--- src/rtl/sigseq_pkg.sv ---
package sigseq_pkg;

   typedef struct packed {
      logic stop;
      logic warn;
      logic go;
   } lamp_t;

   function automatic int unsigned period_of(input int unsigned go_n,
                                             input int unsigned warn_n);
      return 2 * (go_n + warn_n);
   endfunction

   function automatic int unsigned count_width(input int unsigned period);
      return (period <= 2) ? 1 : $clog2(period);
   endfunction

endpackage

--- src/rtl/seq_counter.sv ---
module seq_counter #(
   parameter int unsigned PERIOD  = 10,
   parameter int unsigned STATE_W = 4
) (
   input  logic               clk,
   input  logic               rst,
   output logic [STATE_W-1:0] count_q
);
   localparam logic [STATE_W-1:0] LAST = STATE_W'(PERIOD - 1);

   if (PERIOD < 2) begin : g_bad_period
      $error("seq_counter: PERIOD must be at least 2");
   end
   if ((1 << STATE_W) < PERIOD) begin : g_bad_width
      $error("seq_counter: STATE_W too narrow for PERIOD");
   end

   logic [STATE_W-1:0] count_d;

   always_comb begin
      if (count_q >= LAST) count_d = '0;
      else                 count_d = count_q + 1'b1;
   end

   always_ff @(posedge clk) begin
      if (rst) count_q <= '0;
      else     count_q <= count_d;
   end


   step_chk: assert property (@(posedge clk) disable iff (rst)
      (!$past(rst) && ($past(count_q) < LAST)) |-> (count_q == $past(count_q) + 1'b1));


   wrap_chk: assert property (@(posedge clk) disable iff (rst)
      (!$past(rst) && ($past(count_q) == LAST)) |-> (count_q == '0));


   recover_chk: assert property (@(posedge clk) disable iff (rst)
      (!$past(rst) && ($past(count_q) > LAST)) |-> (count_q == '0));

endmodule

--- src/rtl/lamp_decode.sv ---
module lamp_decode
   import sigseq_pkg::*;
#(
   parameter int unsigned GO_CYCLES   = 4,
   parameter int unsigned WARN_CYCLES = 1,
   parameter int unsigned STATE_W     = 4,
   parameter int unsigned BASE        = 0
) (
   input  logic [STATE_W-1:0] count,
   output lamp_t              lamp
);
   localparam int unsigned HALF = GO_CYCLES + WARN_CYCLES;

   if (GO_CYCLES < 1) begin : g_bad_go
      $error("lamp_decode: GO_CYCLES must be at least 1");
   end
   if (WARN_CYCLES < 1) begin : g_bad_warn
      $error("lamp_decode: WARN_CYCLES must be at least 1");
   end

   int unsigned cnt_u;
   int unsigned rel;

   always_comb begin
      cnt_u = 32'(count);
      rel   = cnt_u - BASE;
      lamp  = '0;
      if ((cnt_u >= BASE) && (cnt_u < BASE + HALF)) begin
         if (rel < GO_CYCLES) lamp.go   = 1'b1;
         else                 lamp.warn = 1'b1;
      end else begin
         lamp.stop = 1'b1;
      end
   end


   onehot_chk: assert final ($countones(lamp) == 1);

endmodule

--- src/rtl/signal_sequencer.sv ---
module signal_sequencer
   import sigseq_pkg::*;
#(
   parameter int unsigned GO_CYCLES   = 4,
   parameter int unsigned WARN_CYCLES = 1
) (
   input  logic clk,
   input  logic rst,
   output logic ew_stop,
   output logic ew_warn,
   output logic ew_go,
   output logic ns_stop,
   output logic ns_warn,
   output logic ns_go
);
   localparam int unsigned HALF    = GO_CYCLES + WARN_CYCLES;
   localparam int unsigned PERIOD  = period_of(GO_CYCLES, WARN_CYCLES);
   localparam int unsigned STATE_W = count_width(PERIOD);
   localparam int unsigned N_DIR   = 2;

   logic [STATE_W-1:0] count_q;
   lamp_t              dir_lamp [N_DIR];

   seq_counter #(
      .PERIOD  (PERIOD),
      .STATE_W (STATE_W)
   ) u_cnt (
      .clk     (clk),
      .rst     (rst),
      .count_q (count_q)
   );

   // direction 0 is east-west (first half), direction 1 is north-south
   for (genvar d = 0; d < N_DIR; d++) begin : g_dir
      lamp_decode #(
         .GO_CYCLES   (GO_CYCLES),
         .WARN_CYCLES (WARN_CYCLES),
         .STATE_W     (STATE_W),
         .BASE        (d * HALF)
      ) u_dec (
         .count (count_q),
         .lamp  (dir_lamp[d])
      );
   end

   assign ew_stop = dir_lamp[0].stop;
   assign ew_warn = dir_lamp[0].warn;
   assign ew_go   = dir_lamp[0].go;
   assign ns_stop = dir_lamp[1].stop;
   assign ns_warn = dir_lamp[1].warn;
   assign ns_go   = dir_lamp[1].go;


   ew_excl_chk: assert property (@(posedge clk) disable iff (rst)
      (ew_go || ew_warn) |-> (ns_stop && !ns_go && !ns_warn));


   ns_excl_chk: assert property (@(posedge clk) disable iff (rst)
      (ns_go || ns_warn) |-> (ew_stop && !ew_go && !ew_warn));


   dir_onehot_chk: assert property (@(posedge clk) disable iff (rst)
      ($countones({ew_stop, ew_warn, ew_go}) == 1) && ($countones({ns_stop, ns_warn, ns_go}) == 1));


   unused_red_chk: assert property (@(posedge clk) disable iff (rst)
      (32'(count_q) >= PERIOD) |-> (ew_stop && ns_stop));


   ns_warn_wrap_chk: assert property (@(posedge clk) disable iff (rst)
      ($past(ns_warn) && !$past(rst)) |-> (ew_go && ns_stop));

endmodule

--- config.mk ---
export PLATFORM = sky130hd
export DESIGN_NAME = signal_sequencer
export DESIGN_NICKNAME = d
export VERILOG_FILES = /design/src/rtl/sigseq_pkg.sv /design/src/rtl/seq_counter.sv /design/src/rtl/lamp_decode.sv /design/src/rtl/signal_sequencer.sv
export SDC_FILE = /design/constraint.sdc
export NUM_CORES = 1
export LEC_CHECK = 0
export CAP_MARGIN = 10
export CORE_AREA = 4 4 41 43
export DETAILED_ROUTE_END_ITERATION = 10
export DIE_AREA = 0 0 45 47
export DONT_BUFFER_PORTS = 1
export PLACE_DENSITY = 0.36
export SYNTH_ARGS = -nofsm -noshare
export SYNTH_HDL_FRONTEND = slang
export SYNTH_SLANG_ARGS = --single-unit
--- constraint.sdc ---
create_clock -name clk -period 2.2 [get_ports clk]
set_input_delay 0.11 -clock clk [delete_from_list [all_inputs] [get_ports clk]]
set_output_delay 0.11 -clock clk [all_outputs]
set_load 0.01 [all_outputs]
==> After elaboration in Yosys (flattened, before gate mapping) <==
Cells that the tools add are included.
Widths: inputs -> output; s select.
{ "classes": {"div_mod_pow": 0, "n_eq_ne": 0, "bitwise_logic": 0, "n_addsub": 2, "shifts": 0, "n_mul": 0, "n_mux": 8, "magnitude_cmp": 6, "reduce_logical": 2} }
{ "op_table": {"columns": ["op", "n"], "rows": [
  ["$lt 32x3->1 const B", 1],
  ["$lt 4x3->1 const B", 2],
  ["$mux 1", 6],
  ["$sub 4x3->5 const B", 1],
  ["$add 4x1->4 const B", 1],
  ["$ge 4x3->1 const B", 1],
  ["$ge 4x4->1 const B", 1],
  ["$lt 4x4->1 const B", 1],
  ["$mux 2", 2],
  ["$reduce_or 2->1", 1],
  ["$logic_and 1x1->1", 1]
]} }
{ "totals": {"register_bits": 4, "in_bits": 2, "mem_bits_ro": 0, "out_inout_bits": 6, "latchBits": 0, "ram_bits": 0, "mem_count": 0} }

==> Depth between registers and ports, before layout <==
{ "logic_depth": {"depth_word": 4, "mapped_depth": 5, "depth_no_buf": 5} }

==> Modules after synthesis <==
A second synthesis with hierarchy kept.
{ "unflattened": {"hier_cells": 33, "hier_area_um2": 285.3} }
{ "by_module_without_submodules": {"columns": ["mod", "cells_each", "instances", "area_per_inst_um2"], "rows": [
  ["seq_counter", 22, 1, 207.7],
  ["lamp_decode (g_dir[1].u_dec)", 7, 1, 47.5],
  ["lamp_decode (g_dir[0].u_dec)", 4, 1, 30.0]
]} }

==> Worst setup path before layout <==
No wires, ideal clock.
{ "synth_path": {"path_type": "reg2reg", "start": "reg u_cnt.count_q[1]", "end": "reg u_cnt.count_q[2]", "synth_period_minus_slack_ps": 1350, "n_path_buf": 0, "slack_ps": 850, "arrival_ps": 1286, "stages_incl_launch_ff": 6, "cell_sequence": "dfxtp_1 > inv_1 > ha_1 > or3b_1 > a21o_1 > nor2_1"} }
{ "synth_via": {"elab_chain_cells": 2, "elab_cells_between_ends": 3, "classes_between": "1 x add/sub; 1 x order compare; 1 x reduce/logical"} }
{ "synth_lines": {"columns": ["element", "line", "rtl"], "rows": [
  ["from (decl)", "seq_counter.sv:7", "output logic [STATE_W-1:0] count_q"],
  ["from (signal assigned)", "seq_counter.sv:27", "else count_q <= count_d;"],
  ["$ge 4x4->1", "seq_counter.sv:21", "if (count_q >= LAST) count_d = '0;"],
  ["$reduce_or 2->1 (no line)", null, null]
]} }
Parallel ways exist; a longest one is shown, timed or not.
A chain may end at the register's enable or synchronous reset.

==> Final worst setup path <==
{ "layout_path": {"start": "reg u_cnt.count_q[1]", "end": "out ns_stop"} }
{ "layout_via": {"elab_chain_cells": 3, "elab_cells_between_ends": 4, "classes_between": "2 x order compare; 1 x mux; 1 x reduce/logical"} }
{ "layout_lines": {"columns": ["element", "line", "rtl"], "rows": [
  ["$ge 4x3->1 / $lt 4x4->1 (equally long branches)", "lamp_decode.sv:28", "if ((cnt_u >= BASE) && (cnt_u < BASE + HALF)) begin"],
  ["$logic_and 1x1->1 *", "lamp_decode.sv:28", null],
  ["$mux 1 *", "lamp_decode.sv:28", null],
  ["to (decl)", "signal_sequencer.sv:12", "output logic ns_stop,"]
]} }
Every way passes the cells marked *; elsewhere a longest branch is shown, timed or not.

==> key figures <==
Critical path
  – WP data arrival: around 1.5 ns
  – FF-to-FF setup slack: a little over 0.7 ns
  – Reg2Reg Capture Point: u_cnt.count_q[2]$_SDFF_PP0_
  – RR Startpoint: u_cnt.count_q[1]$_SDFF_PP0_
  – Critical path class: reg -> out
  – Crit. End Element: primary output
  – Worst EP required: ~2.1 ns
  – Max Fanout on Critical Path: 8
  – R2R depth: 5
  – Startpoint types: flop

Layout
  – Commonest non-fill, non-tap cells in the layout: nor2_1 (6), inv_1 (5), dfxtp_1 (4)
  – Area Growth Syn to Fin: 10.8%
  – Reg with most FFs: u_cnt.count_q
  – Finished Layout Cells: 53
  – Largest regs: u_cnt.count_q x4
  – Layout cell share with drive strength beyond 1: 0.0789
  – Commonest non-fill, non-tap cell in the layout: nor2_1
  – ANT cells: 0
  – Max FFs per register: 4
  – Area occupied by multi-input gates: 169 µm²
  – Nets@finish: 45
  – Reg area: between 80 and 90 µm²
  – Fill cells: around 160

Synth
  – Synth Cell Area: 279 µm²
  – Yosys top cell by area: dfxtp_1
  – Cell variety after synth: 19
  – Synth Area in Compound Gates: 0.143
  – Post-synth top area share: 0.287
  – Number of synthesized register bits: 4
  – Cells after synthesis: 36
  – Post-Synth Adder-Cell Area: 0.135
  – Seq/Total Area, Yosys: 0.287
  – Synth Area in Simple Gates: 0.265
  – Largest cells by area after synthesis: dfxtp_1 (29%), ha_1 (13%), nor2_1 (8.1%), inv_1 (6.7%), o21ai_0 (5.4%)
  – Post-synthesis mux area share: 0
  – Syn Nets: between 40 and 50
  – Synth Warn #: 0
  – XOR/XNOR Fraction of Synth Area: 0.0628
  – Synth Area per Inst: 7.75 µm²
  – Largest family of logic cells by synthesized area: simple AND/OR/NAND/NOR gates

Routing
  – DR pass1 iterations: 4
  – Remaining DRCs: 0
  – DR iter-0 viols: 7
  – WL final: ~520 µm
  – Number of vias per cell: 4.55
  – Routed wire per std cell: between 9 and 10 µm
  – Vias: between 200 and 250
  – Post-DRT Antenna Nets: 0

Placement
  – I/O Buffers: 0
  – Placed cells: 50
  – Gpl congestion: just under 0.7
  – Final HPWL DP: about 410 µm

Clock network
  – Root Buffer: clkbuf_4
  – Clock Pin Slew Worst Setup and Hold Paths: about 0.03 ns
  – Setup Fix Bufs, Post-CTS: 0
  – CTS Sinks: 4
  – CTS buffer count: 3
  – Hold Buf Count CTS: 0
  – H-tree depth: 1
  – Clock tree buffer depth: 2
  – Clk_lat worst skew: around 0.24 ns
  – CTS tree: built
  – Post-cts repair resize count: 0

Worst hold path
  – Hold/Removal Path Class: in -> reg
  – Hold path startpoint: rst
  – Hold Crit Depth: 2
  – Worst Hold End: u_cnt.count_q[1]$_SDFF_PP0_

STA
  – Final-report hold violation count: 0
  – RSZ-0062 raised after global routing: no
  – Layout Skew: 0.00883 ns
  – Worst Tran Pin Value: roughly 0.35 ns
  – Worst hold slack: between 0.09 and 0.1 ns
  – Tmin final: 1.64 ns
  – Setup_tns: 0 ns
  – Slew Viols, Final: 0
  – Setup violators final: 0
  – Tcrit/Tclk final: 0.746
  – Fmax: slightly above 0.6 GHz
  – Rel. slew slack: 0.762

Run status
  – Status: completed

Global route
  – GRT Overall Usage: 0.0616
  – Largest net degree at the start of global routing: 10
  – First-pass GRT wire length: approximately 790 µm
  – Vias in the first global route: approximately 190
  – Initial antenna violation count: 0
  – Gr ovfl total: 0

Floorplan
  – Die W: about 45 µm
  – Cell Rows: 13
  – Initial core utilization: 0.214
  – Die Area: 2120 µm²
  – Core Area: approximately 1300 µm²
  – I/O Pins: 8
  – Die Y: approximately 47 µm

Pwr
  – PnR Total Power: about 0.22 mW
  – Comb pwr share: 0.160
  – Leakage: between 0.1 and 0.15 nW
  – Pwr/cell area: roughly 700 nW/µm²
  – P_sw: 0.0616 mW
  – Clk pwr share: 0.433
  – Switch share: 0.286
  – Internal power: around 0.15 mW
  – Max IR drop VDD: around 0.28 mV
  – Sequential share of power: 0.407

Job
  – Max-cap viol count: 0
[per-stage QoR]
stage | setup slack, ns | area (µm²) | util
6_report | 0.560 | 309 | 0.238
5_1_grt | 0.397 | 309 | 0.238
4_1_cts | 0.522 | 309 | 0.238
3_5_place_dp | 0.700 | 287 | 0.220
3_3_place_gp | 0.732 | 287 | 0.220
2_1_floorplan | 0.850 | 279 | -
[worst max-delay path by stage]
| stage | endpoint | from | slack, ns |
|---|---|---|---|
| after floorplan | u_cnt.count_q[2]$_SDFF_PP0_ | u_cnt.count_q[1]$_SDFF_PP0_ | 0.85 |
| after detailed placement | u_cnt.count_q[2]$_SDFF_PP0_ | u_cnt.count_q[1]$_SDFF_PP0_ | 0.70 |
| final | ns_stop | u_cnt.count_q[1]$_SDFF_PP0_ | 0.56 |
| after CTS | ns_stop | u_cnt.count_q[1]$_SDFF_PP0_ | 0.52 |
| after global placement | u_cnt.count_q[2]$_SDFF_PP0_ | u_cnt.count_q[1]$_SDFF_PP0_ | 0.73 |
| after global routing | ns_warn | u_cnt.count_q[0]$_SDFF_PP0_ | 0.40 |
[area by class of cell]
class / count / share of cell area
flip-flops and latches: 4 / 0.259
inverters: 5 / 0.0607
clock buffers: 3 / 0.0729
well taps: 15 / 0.0607
multi-input cells: 26 / 0.547
[cell families after synthesis]
logic type,Yosys count
AND/OR/NAND/NOR,14
AO/OA/AOI/OAI,7
buffers and inverters,6
flip-flops,4
adder cells (fa/ha/maj),3
XOR/XNOR,2
[power groups by stage]
stage / Combinational, mW / Sequential (mW) / Clock (mW)
global placement: 0.0348 / 0.0889 / 0
CTS: 0.0355 / 0.0880 / 0.0970
global route: 0.0408 / 0.0898 / 0.104
floorplan: 0.0342 / 0.0850 / 0
finish: 0.0345 / 0.0876 / 0.0932
detailed placement: 0.0353 / 0.0892 / 0
[cell usage after synthesis]
library cell  count
dfxtp_1           4
nand2b_1          1
nor2_1            6
nand3_1           1
xor2_1            1
xnor2_1           1
o21ai_0           3
buf_6             1
a31oi_1           1
o22ai_1           1
nor3b_1           2
nor2b_1           1
or3b_1            1
ha_1              3
inv_1             5
a21oi_1           1
or3_1             1
a21o_1            1
nand2_1           1
[metal layers]
layer / wire, µm / track usage / vias to the layer above
li1: - / - / 122
met1: 201 / 0.0612 / 105
met2: 254 / 0.0734 / 14
met3: 64 / 0.0613 / 0
met4: 0 / 0.0526 / 0
met5: 0 / 0 / -
[worst max-delay path, cell delays in order (launching register included)]
cell and delay (ns):
dfxtp_1 0.43, inv_1 0.10, ha_1 0.21, or3_1 0.30
a21oi_1 0.26
No activity file was read; power rests on OpenSTA's default activity.
